<file path="config.mk">
export PLATFORM = sky130hd
export DESIGN_NAME = swd_ack_delay
export DESIGN_NICKNAME = d
export VERILOG_FILES = /design/src/rtl/swd_pkg.sv /design/src/rtl/swd_sync.sv /design/src/rtl/swd_prescale.sv /design/src/rtl/swd_cfg_reg.sv /design/src/rtl/swd_delay_ctr.sv /design/src/rtl/swd_ack_delay.sv
export SDC_FILE = /design/constraint.sdc
export NUM_CORES = 1
export LEC_CHECK = 0
export CAP_MARGIN = 10
export CORE_AREA = 2 2 61 63
export CTS_BUF_LIST = sky130_fd_sc_hd__clkbuf_2
export DETAILED_ROUTE_END_ITERATION = 12
export DIE_AREA = 0 0 63 65
export HOLD_SLACK_MARGIN = 0.12
export PLACE_DENSITY = 0.75
export REMOVE_ABC_BUFFERS = 1
export SLEW_MARGIN = 20
export SYNTH_ARGS = -nofsm -noshare
export SYNTH_HDL_FRONTEND = slang
export SYNTH_SLANG_ARGS = --single-unit
</file>
<file path="constraint.sdc">
create_clock -name clk -period 2.8 [get_ports clk]
set_input_delay 0.84 -clock clk [delete_from_list [all_inputs] [get_ports clk]]
set_output_delay 0.84 -clock clk [all_outputs]
set_load 0.02 [all_outputs]
</file>
<file path="src/rtl/swd_pkg.sv">
package swd_pkg;

    localparam int unsigned DLY_W = 4;
    localparam int unsigned REG_W = 8;

    typedef logic [DLY_W-1:0] dly_t;

    typedef struct packed {
        dly_t cnt;
        logic ack;
    } ctr_state_t;

endpackage

</file>
<file path="src/rtl/swd_sync.sv">
module swd_sync #(
    parameter int unsigned STAGES = 2
) (
    input  logic clk,
    input  logic rst_n,
    input  logic din_n,
    output logic active
);
    typedef struct packed {
        logic [STAGES-1:0] pipe;
    } sync_state_t;

    sync_state_t s_d, s_q;

    always_comb begin
        s_d = s_q;
        s_d.pipe = {s_q.pipe[STAGES-2:0], din_n};
    end

    always_ff @(posedge clk or negedge rst_n) begin
        if (!rst_n) s_q <= '{pipe: '1};
        else        s_q <= s_d;
    end

    assign active = ~s_q.pipe[STAGES-1];
endmodule

</file>
<file path="src/rtl/swd_prescale.sv">
module swd_prescale #(
    parameter int unsigned TICK_CLKS = 50_000_000
) (
    input  logic clk,
    input  logic rst_n,
    output logic tick
);
    localparam int unsigned PW = (TICK_CLKS > 2) ? $clog2(TICK_CLKS) : 1;
    localparam logic [PW-1:0] LAST = PW'(TICK_CLKS - 1);

    typedef struct packed {
        logic [PW-1:0] cnt;
    } pre_state_t;

    pre_state_t p_d, p_q;

    always_comb begin
        p_d = p_q;
        if (p_q.cnt == LAST) p_d.cnt = '0;
        else                 p_d.cnt = p_q.cnt + 1'b1;
    end

    always_ff @(posedge clk or negedge rst_n) begin
        if (!rst_n) p_q <= '{cnt: '0};
        else        p_q <= p_d;
    end

    assign tick = (p_q.cnt == LAST);
endmodule

</file>
<file path="src/rtl/swd_cfg_reg.sv">
module swd_cfg_reg
    import swd_pkg::*;
#(
    parameter int unsigned DLY_RST = 7
) (
    input  logic             clk,
    input  logic             rst_n,
    input  logic             we,
    input  dly_t             wdata,
    output dly_t             delay,
    output logic [REG_W-1:0] rdata
);
    typedef struct packed {
        dly_t field;
    } cfg_state_t;

    cfg_state_t c_d, c_q;

    always_comb begin
        c_d = c_q;
        if (we) c_d.field = wdata;
    end

    always_ff @(posedge clk or negedge rst_n) begin
        if (!rst_n) c_q <= '{field: dly_t'(DLY_RST)};
        else        c_q <= c_d;
    end

    assign delay = c_q.field;
    assign rdata = {{(REG_W-DLY_W){1'b0}}, c_q.field};
endmodule

</file>
<file path="src/rtl/swd_delay_ctr.sv">
module swd_delay_ctr
    import swd_pkg::*;
(
    input  logic clk,
    input  logic rst_n,
    input  logic warn_act,
    input  logic tick,
    input  dly_t delay,
    output dly_t cnt,
    output logic ack
);
    ctr_state_t st_d, st_q;

    always_comb begin
        st_d = st_q;
        if (!warn_act) begin
            st_d.cnt = '0;
            st_d.ack = 1'b0;
        end else if (!st_q.ack && tick) begin
            if (st_q.cnt == delay) st_d.ack = 1'b1;
            else                   st_d.cnt = st_q.cnt + 1'b1;
        end
    end

    always_ff @(posedge clk or negedge rst_n) begin
        if (!rst_n) st_q <= '{cnt: '0, ack: 1'b0};
        else        st_q <= st_d;
    end

    assign cnt = st_q.cnt;
    assign ack = st_q.ack;
endmodule

</file>
<file path="src/rtl/swd_ack_delay.sv">
module swd_ack_delay
    import swd_pkg::*;
#(
    parameter int unsigned TICK_CLKS = 50_000_000,
    parameter int unsigned DLY_RST   = 7
) (
    input  logic             clk,
    input  logic             rst_n,
    input  logic             cfg_we,
    input  logic [DLY_W-1:0] cfg_wdata,
    output logic [REG_W-1:0] cfg_rdata,
    input  logic             warn_n,
    output logic             ack_n
);
    logic tick;
    logic warn_act;
    logic ack_q;
    dly_t delay;
    dly_t cnt;

    swd_prescale #(.TICK_CLKS(TICK_CLKS)) u_pre (
        .clk(clk), .rst_n(rst_n), .tick(tick)
    );

    swd_sync #(.STAGES(2)) u_sync (
        .clk(clk), .rst_n(rst_n), .din_n(warn_n), .active(warn_act)
    );

    swd_cfg_reg #(.DLY_RST(DLY_RST)) u_cfg (
        .clk(clk), .rst_n(rst_n), .we(cfg_we), .wdata(cfg_wdata),
        .delay(delay), .rdata(cfg_rdata)
    );

    swd_delay_ctr u_ctr (
        .clk(clk), .rst_n(rst_n), .warn_act(warn_act), .tick(tick),
        .delay(delay), .cnt(cnt), .ack(ack_q)
    );

    // Raw pin gates the output so release is seen without sync latency.
    assign ack_n = ~(ack_q & ~warn_n);
endmodule

</file>
==> reports/metrics.cfg, run 1 <==
[route]
vias_per_cell = 5.26
drc = 0
dr.first_iter.drc_count = 17
avgRoutedWirePerCell_um = 13.3
drtAntennaViolNets = 0
wl_um = 3110
vias = 1232
drt_first_pass_iters = 4

[synthesis]
synth_cells = 169
synthTopCellsByArea = dfrtp_1 (44%), xor2_1 (7.6%), dfstp_2 (7.2%)
synth_top_cell_by_area = dfrtp_1
async_flop_share_pct = 100
synth_ff_type = dfrtp_1
ys_seq_area_share_pct = 50.9
ys_seq_elements = 37
ys_types = 35
synth-edff-count = 0
synth_warnings = 0
avgSynthCellArea_sq_um = 10.8
netlist.area_leader.share_pct = 43.7
netlist_area_sq_um = 1830

[sta]
setup_viol = 0
fin_crit_ps = 2570
grt_setup_unrepaired = no
setup_ws_ps = 229
finalSetupTns_ps = 0
relSlewSlack_pct = 46.2
worst_pin_slew_ps = 805
finalCritPeriodShare_pct = 91.8
clock_skew_ps = 8.75
fmax_mhz = 389
hold_viol_final = 0
maxSlewViolCount = 0

[outcome]
status = completed

[clocking]
cts-root-buf = clkbuf_2
clockBufferDepth = 2
cts_sinks = 37
clock_latency_ps = 380
htree_levels = 2
cts_made_buffers = 5
cts_tree = yes
clk_pin_slew_worst_paths_ps = 180
cts_setup_buffers = 0

[place]
gp_congestion = 0.757
placed_area_sq_um = 1980
io_buffer_count = 12
preCtsSetupSlack_ps = -55.5
dpl.hpwl_um = 2230

[flow_run]
drv_cap = 0

[die]
die_y_um = 65
rows = 22
fp.dieW_um = 63
dieArea_sq_um = 4100
coreArea_sq_um = 3500
boundaryPins = 17
start_util_pct = 52.4

[setup_path]
path_buf_inv = 2
crit_path_top_delay_cell = clkdlybuf4s50_1
cp_cell_sequence = clkdlybuf4s50_1, nand2b_1, dlygate4sd2_1
criticalPathCategory = in -> out
worstPathRequired_ps = 1960
start_kind = primary input
arrival_ps = 1730
cp-end-kind = output pin
cp_max_fo = 2
critPathTopFamily = buffers and inverters
rrSetupSlack_ps = 670
slowest_delay_ps = 470

[global_routing]
grt_usage_pct = 17.8
grt_pass1_wl_um = 5620
globalRouteOverflowTotal = 0
antenna_found_initial = 0
grt_max_degree = 38
grt_pass1_vias = 1296

[cells_and_area]
finish.instance_area_sq_um = 2020
syn_to_final_growth_pct = 10.2
fillers = 321
diodes = 0
seqCellArea_sq_um = 932
multiInputGateArea_sq_um = 833
drive_gt1_share_pct = 12.9
fin_nets = 195

[power_and_ir_drop]
power_uw = 837
peakVddDrop_mv = 0.240
p_per_area_nw_per_um2 = 415
leakage_uw = 0.000905

[hold_path]
hold_path.class = reg -> reg

[layout by cell type (no fill, tap or decap), types with 2 or more instances in the layout]
| master | count |
|---|---|
| and3_1 | 2 |
| buf_4 | 2 |
| clkbuf_2 | 5 |
| clkdlybuf4s50_1 | 11 |
| clkinv_1 | 2 |
| conb_1 | 4 |
| dfrtp_1 | 32 |
| dfstp_2 | 5 |
| ha_1 | 2 |
| inv_1 | 6 |
| mux2_2 | 5 |
| nand2_1 | 9 |
| nand2b_1 | 3 |
| nand3_1 | 12 |
| nand4_1 | 9 |
| nor2_1 | 22 |
| nor2b_1 | 3 |
| nor3_1 | 4 |
| nor4_1 | 3 |
| nor4_4 | 2 |
| xnor2_1 | 12 |
| xor2_1 | 16 |
[path summary, 6_finish.rpt]
path	from	endpoint	cells past startpoint
max reg2reg	u_pre.p_q[0]	u_pre.p_q[20]	6
max in group asynchronous	rst_n	u_cfg.delay[1]	2
min reg2reg	u_sync.s_q[0]	u_sync.s_q[1]	0
min	u_sync.s_q[0]	u_sync.s_q[1]	0
max	warn_n	ack_n	3
min in group asynchronous	rst_n	u_pre.p_q[8]	2
[routing by layer]
layer	track usage (%)	wire length [um]
met5	0	0
met4	8.33	61
met1	20.8	1370
met3	3.65	108
met2	31.4	1560
[where the power goes]
group	switching (uW)	leakage, uW	internal (uW)
logic	32.3	0.000394	29.5
clock network	166	0.0000278	54.6
registers	7.94	0.000483	547
total	206	0.000905	631
[through the flow]
step / hold WS, ps / instances / util [%]
2_1_floorplan: 345 / 164 / -
3_3_place_gp: 346 / 226 / 56.7
3_5_place_dp: 347 / 226 / 56.7
4_1_cts: 370 / 234 / 57.8
5_1_grt: 380 / 234 / 57.8
6_report: 368 / 234 / 57.8
[cell usage after synthesis, types with 2 or more instances]
cell	instances
nand3_1	12
nand2_1	9
buf_2	2
nand2b_1	3
nand4_1	9
and3_1	2
nor4_1	3
nor2b_1	3
ha_1	2
xor2_1	16
dfstp_2	5
dfrtp_1	32
nor4_4	2
nor3_1	4
xnor2_1	12
inv_1	6
nor2_1	22
buf_4	4
mux2_2	5
[layout make-up]
class | count | share of cell area, %
Inverter | 6 | 1.12
Sequential cell | 37 | 46.2
Multi-Input combinational cell | 121 | 41.3
Clock buffer | 5 | 1.24
Tap cell | 48 | 2.97
Timing Repair Buffer | 14 | 6.63
Clock inverter | 3 | 0.620
[worst register-to-register path, cell delays in order (launching register included)]
cell	delay, ps
dfrtp_1	420
ha_1	210
and4_1	300
nor4b_2	690
nand3_1	180
xor2_1	180
nor2_1	60
[timing repair]
action	4_1_cts	5_1_grt
gates resized for setup	1	0
endpoints found under the setup margin	1	0
endpoints found under the hold margin	0	0
hold buffers	0	0
[registers in the layout (all words and copies together), names as in the netlist]
| signal | flops |
|---|---|
| u_pre.p_q | 26 |
| u_cfg.delay | 4 |
| u_sync.s_q | 2 |
| u_ctr.ack | 1 |
| u_ctr.cnt | 4 |
[cells by family after synthesis]
| family | count (synthesis) | share of synthesized area, % |
|---|---|---|
| flops | 37 | 50.9 |
| compound gates | 3 | 1.30 |
| buf+inv | 14 | 4.30 |
| fa+ha+maj | 2 | 1.36 |
| simple gates | 76 | 23.5 |
| xor+xnor | 28 | 13.4 |
| other cells | 1 | 0.205 |
| mux | 8 | 5.05 |
No activity file was read; power rests on OpenSTA's default activity.
==> run 2, diff against run 1 <==
ABC_CLOCK_PERIOD_IN_PS = 2800   (was unset)
SKIP_LAST_GASP = 1   (was unset)
==> results of run 2 <==
Final layout, timing and power as in run 1 (identical DEF).
